<file path="config.mk">
export PLATFORM = sky130hd
export DESIGN_NAME = countdown_timer
export DESIGN_NICKNAME = d
export VERILOG_FILES = /design/src/rtl/tmr_pkg.sv /design/src/rtl/tmr_ctrl_regs.sv /design/src/rtl/tmr_down_counter.sv /design/src/rtl/tmr_pend_flag.sv /design/src/rtl/countdown_timer.sv
export SDC_FILE = /design/constraint.sdc
export NUM_CORES = 1
export LEC_CHECK = 0
export CORE_MARGIN = 8
export CORE_UTILIZATION = 55
export DETAILED_ROUTE_END_ITERATION = 10
export PLACE_DENSITY = 0.84
export SYNTH_ARGS = -nofsm -noshare
export SYNTH_HDL_FRONTEND = slang
export SYNTH_SLANG_ARGS = --single-unit
</file>
<file path="constraint.sdc">
create_clock -name clk -period 5.53 [get_ports clk]
set_input_delay 0.553 -clock clk [delete_from_list [all_inputs] [get_ports clk]]
set_output_delay 0.553 -clock clk [all_outputs]
set_load 0.1 [all_outputs]
</file>
<file path="src/rtl/tmr_pkg.sv">
package tmr_pkg;
  // bit positions in the control word (write and readback)
  localparam int unsigned B_EN   = 0;
  localparam int unsigned B_IE   = 1;
  localparam int unsigned B_PEND = 2;
  localparam int unsigned B_RUN  = 3;
  localparam int unsigned B_CLR  = 4;
endpackage

</file>
<file path="src/rtl/tmr_ctrl_regs.sv">
module tmr_ctrl_regs (
  input  logic clk,
  input  logic rst,
  input  logic ctrl_wr,
  input  logic en_wr,
  input  logic ie_wr,
  output logic en_q,
  output logic ie_q,
  output logic ie_d
);
  // next interrupt-enable value, used to register irq in step with state
  always_comb ie_d = ctrl_wr ? ie_wr : ie_q;

  always_ff @(posedge clk) begin
    if (rst) begin
      en_q <= 1'b0;
      ie_q <= 1'b0;
    end else if (ctrl_wr) begin
      en_q <= en_wr;
      ie_q <= ie_wr;
    end
  end
endmodule

</file>
<file path="src/rtl/tmr_down_counter.sv">
module tmr_down_counter #(
  parameter int unsigned CNT_W = 32
) (
  input  logic             clk,
  input  logic             rst,
  input  logic             en_q,
  input  logic             load,
  input  logic [CNT_W-1:0] load_val,
  input  logic             stop,
  output logic [CNT_W-1:0] cnt_q,
  output logic             run_q,
  output logic             expire
);
  localparam logic [CNT_W-1:0] ZERO = '0;
  localparam logic [CNT_W-1:0] ONE  = {{(CNT_W-1){1'b0}}, 1'b1};

  always_comb expire = run_q && en_q && (cnt_q == ZERO);

  always_ff @(posedge clk) begin
    if (rst) begin
      cnt_q <= ZERO;
      run_q <= 1'b0;
    end else if (stop) begin
      run_q <= 1'b0;            // count is frozen where it stands
    end else if (load) begin
      cnt_q <= load_val;
      run_q <= 1'b1;
    end else if (expire) begin
      run_q <= 1'b0;
    end else if (run_q && en_q) begin
      cnt_q <= cnt_q - ONE;
    end
  end
endmodule

</file>
<file path="src/rtl/tmr_pend_flag.sv">
module tmr_pend_flag (
  input  logic clk,
  input  logic rst,
  input  logic expire,
  input  logic clr,
  input  logic ie_d,
  output logic pend_q,
  output logic irq_q
);
  logic pend_d;

  // an expiry on the same edge as a clear wins: no event is lost
  always_comb begin
    pend_d = pend_q;
    if (clr)    pend_d = 1'b0;
    if (expire) pend_d = 1'b1;
  end

  always_ff @(posedge clk) begin
    if (rst) begin
      pend_q <= 1'b0;
      irq_q  <= 1'b0;
    end else begin
      pend_q <= pend_d;
      irq_q  <= pend_d && ie_d;
    end
  end
endmodule

</file>
<file path="src/rtl/countdown_timer.sv">
module countdown_timer #(
  parameter int unsigned ADDR_W   = 8,
  parameter int unsigned CNT_W    = 32,
  parameter logic [7:0]  CTRL_OFS = 8'h40,
  parameter logic [7:0]  VAL_OFS  = 8'h44
) (
  input  logic              clk,
  input  logic              rst,
  input  logic              wr_en,
  input  logic              rd_en,
  input  logic [ADDR_W-1:0] addr,
  input  logic [CNT_W-1:0]  wdata,
  output logic [CNT_W-1:0]  rdata,
  output logic              irq
);
  import tmr_pkg::*;

  localparam logic [ADDR_W-1:0] A_CTRL = ADDR_W'(CTRL_OFS);
  localparam logic [ADDR_W-1:0] A_VAL  = ADDR_W'(VAL_OFS);

  logic             ctrl_wr, val_wr, en_q, ie_q, ie_d;
  logic             run_q, expire, pend_q, clr;
  logic [CNT_W-1:0] cnt_q, ctrl_rb;

  always_comb begin
    ctrl_wr = wr_en && (addr == A_CTRL);
    val_wr  = wr_en && (addr == A_VAL);
    clr     = ctrl_wr && wdata[B_EN] && wdata[B_CLR];
  end

  tmr_ctrl_regs u_regs (
    .clk(clk), .rst(rst), .ctrl_wr(ctrl_wr),
    .en_wr(wdata[B_EN]), .ie_wr(wdata[B_IE]),
    .en_q(en_q), .ie_q(ie_q), .ie_d(ie_d)
  );

  tmr_down_counter #(.CNT_W(CNT_W)) u_cnt (
    .clk(clk), .rst(rst), .en_q(en_q),
    .load(val_wr && en_q), .load_val(wdata),
    .stop(ctrl_wr && !wdata[B_EN]),
    .cnt_q(cnt_q), .run_q(run_q), .expire(expire)
  );

  tmr_pend_flag u_flag (
    .clk(clk), .rst(rst), .expire(expire), .clr(clr),
    .ie_d(ie_d), .pend_q(pend_q), .irq_q(irq)
  );

  always_comb begin
    ctrl_rb         = '0;
    ctrl_rb[B_EN]   = en_q;
    ctrl_rb[B_IE]   = ie_q;
    ctrl_rb[B_PEND] = pend_q;
    ctrl_rb[B_RUN]  = run_q;
  end

  always_ff @(posedge clk) begin
    if (rst) begin
      rdata <= '0;
    end else if (rd_en) begin
      if (addr == A_CTRL)     rdata <= ctrl_rb;
      else if (addr == A_VAL) rdata <= cnt_q;
      else                    rdata <= '0;
    end
  end
endmodule

</file>
==> metrics.cfg <==
[sta]
fin_worst_skew_ns=0.00796
period_share_pct=67.9
slew_headroom_pct=31.9
final_hold_viol_count=0
setup-violations-final=0
finalWorstSetupSlack_ns=1.78
post-route-min-period_ns=3.75
finalSetupTns_ns=0
clock.fmax_mhz=266
max_slew.worst_pin.slew_ns=1.02
rsz0062_at_grt=false
final-max-slew-violation-count=0

[power]
leakage_nw=1.77
pwr_density_cell_nw_per_um2=232
power_mw=1.08
ir_drop_uv=160

[setup_path]
cp_cell_sequence=inv_1 > ha_1 > or3b_1 > nor3_1 > nand4_1 > nand2_1 > o311ai_0
critPathMaxFanout=16
worstPathArrival_ns=3.94
cp-start-kind=flip-flop
endpoint_kind=flip-flop
r2r_slack_ns=1.78
critPathRequiredTime_ns=5.71
critPathBufInv=1
timing.rr.start=u_cnt.cnt_q[0]$_SDFFE_PP0P_
r2r-end=u_cnt.cnt_q[8]$_SDFFE_PP0P_
critical_path_class=reg2reg
slowest_stage=nand4_1
worstRegToRegCells=7
cpPeakStageDelay_ns=0.81
cp_top_family=simple AND/OR/NAND/NOR gates

[clocking]
clockRootBuffer=clkbuf_8
post_cts_resized=0
cts_hold_buffers=0
clkTransAtPathRegs_ns=0.07
cts_tree=yes
cts_sinks=69
clock_path_buffers=2
htree_num_levels=3
cts_buffers=9
cts_setup_buffers=0
clkLatencyLatePin_ns=0.35

[synth]
yosysTopAreaCell=dfxtp_1
synth_async_sr_flop_share_pct=0
synth_top_area_share_pct=37.9
synth_seq_cells=69
yosysWarningCount=0
syn_area_sq_um=3650
seq_area_frac_synth_pct=37.9
synthTopCellsByArea=dfxtp_1 (38%), a21oi_1 (7.4%), nor2_1 (5.8%)
synth-edff-count=0
synth-main-ff-cell=dfxtp_1
synth_area_per_cell_sq_um=7.83
syn_nets=511
ys_types=55
syn_inst=466

[die]
core_area_sq_um=6390
die_width_microns=97.4
dieArea_sq_um=9490
fp.dieH_microns=97.4
io_pins=77
fp-row-count=29
start_util_pct=57.1

[global_routing]
grt_pass1_wl_microns=18600
grt_max_degree=61
grt-ovfl-total=0
grt_pass1_vias=3845
grt_usage_pct=23.0
antenna_found_initial=0

[min_path]
worst_hold_path_type=reg2reg
hold_path_depth=2
hold_path.startpoint=u_cnt.cnt_q[19]$_SDFFE_PP0P_
hold_end=u_cnt.cnt_q[19]$_SDFFE_PP0P_

[drt]
viasPerCell=6.51
vias=3921
routedWlPerCell_microns=18.9
drtIter0Drc=301
wl_microns=11400
route.detailed.drc=0
first_pass_iters=5
ant_nets=0

[placement]
dp_slack_ns=1.92
dp_hpwl_microns=7710
gp_congestion=0.893
dp.cells=586
io_buffers=76
dpl_cell_area_sq_um=4380

[finish]
layout-drive-gt1-share_pct=6.10
area_delta_synth_final_pct=27.1
fin_nets=565
antenna_cells=0
final_area_sq_um=4640
finalNonFillerCells=602

[job]
max-cap-violations=0

[run_status]
status=complete, no violations

[layout make-up]
type	instances	area, sq um
multi-input combinational	346	2060
fill	510	1750
sequential	69	1380
timing repair buffer	81	793
clock buffer	11	151
clock inverter	5	106
tap	77	96.3
inverter	13	48.8
[where the power goes]
group          internal (mW)  switching (mW)
sequential             0.496       0.0000207
combinational         0.0299          0.0244
clock                  0.325           0.200
[worst min-delay path, stage by stage (launching register included)]
cell and delay (ns):
dfxtp_1 0.33, nand2_1 0.06, o32ai_1 0.06
[per-stage QoR]
step / util, % / hold WS (ns)
after floorplan: - / 0.452
after global placement: 68.6 / 0.470
after detailed placement: 68.6 / 0.481
after CTS: 72.6 / 0.491
after global routing: 72.6 / 0.530
final: 72.6 / 0.484
[cell usage in the layout (no fill, tap or decap), drive strengths merged, types with 3 or more instances in the layout]
master	n
o41ai	3
a311o	4
nor2b	33
nand3	17
buf	6
bufinv	3
nor2	56
o31ai	11
o211a	3
clkdlybuf4s50	75
nor3	19
and3	5
and2	3
or3	8
clkbuf	11
a211oi	5
o32ai	6
inv	12
nand2	29
o311ai	7
o211ai	7
mux2	4
o21ai	11
dfxtp	69
nor4	9
or4	9
a31oi	8
a21oi	54
nand4	6
[state kept, by name, summed over array words and instances, names as in the netlist]
register / count
u_cnt.run_q: 1
u_regs.ie_q: 1
u_flag.pend_q: 1
u_cnt.cnt_q: 32
u_regs.en_q: 1
rdata: 32
u_flag.irq_q: 1
[Yosys cell counts (5+ instances only)]
cell type / number
nand3_1: 17
o32ai_1: 6
clkbuf_1: 26
and3_1: 5
nand4_1: 6
a211oi_1: 5
nor3_1: 19
dfxtp_1: 69
or4_1: 8
inv_1: 12
nor4_1: 9
o311ai_0: 6
o211ai_1: 7
buf_2: 6
nor2b_1: 33
a31oi_1: 8
o21ai_0: 11
nor2_1: 56
or3_1: 8
nand2_1: 29
o31ai_1: 9
a21oi_1: 54
[metal layers]
layer / part of all wire, % / global-route usage, %
met1: 41 / 27.0
met2: 47 / 37.2
met3: 9.2 / 6.19
met4: 3.1 / 12.7
met5: 0 / 0
[cell families after synthesis]
| kind of cell | synth area share [%] |
|---|---|
| fa+ha+maj | 0.343 |
| mux | 1.51 |
| compound gates | 26.4 |
| simple gates | 28.2 |
| flops | 37.9 |
| buf+inv | 5.69 |
[how the worst max path moves through the flow]
stage / cells after the start / endpoint / from
after global placement: 7 / u_cnt.cnt_q[8]$_SDFFE_PP0P_ / u_cnt.cnt_q[0]$_SDFFE_PP0P_
after detailed placement: 7 / u_cnt.cnt_q[8]$_SDFFE_PP0P_ / u_cnt.cnt_q[0]$_SDFFE_PP0P_
after floorplan: 9 / u_cnt.cnt_q[28]$_SDFFE_PP0P_ / u_cnt.cnt_q[0]$_SDFFE_PP0P_
after CTS: 7 / u_cnt.cnt_q[8]$_SDFFE_PP0P_ / u_cnt.cnt_q[0]$_SDFFE_PP0P_
after global routing: 7 / u_cnt.cnt_q[8]$_SDFFE_PP0P_ / u_cnt.cnt_q[0]$_SDFFE_PP0P_
final: 7 / u_cnt.cnt_q[8]$_SDFFE_PP0P_ / u_cnt.cnt_q[0]$_SDFFE_PP0P_
No activity file was read; power rests on OpenSTA's default activity.
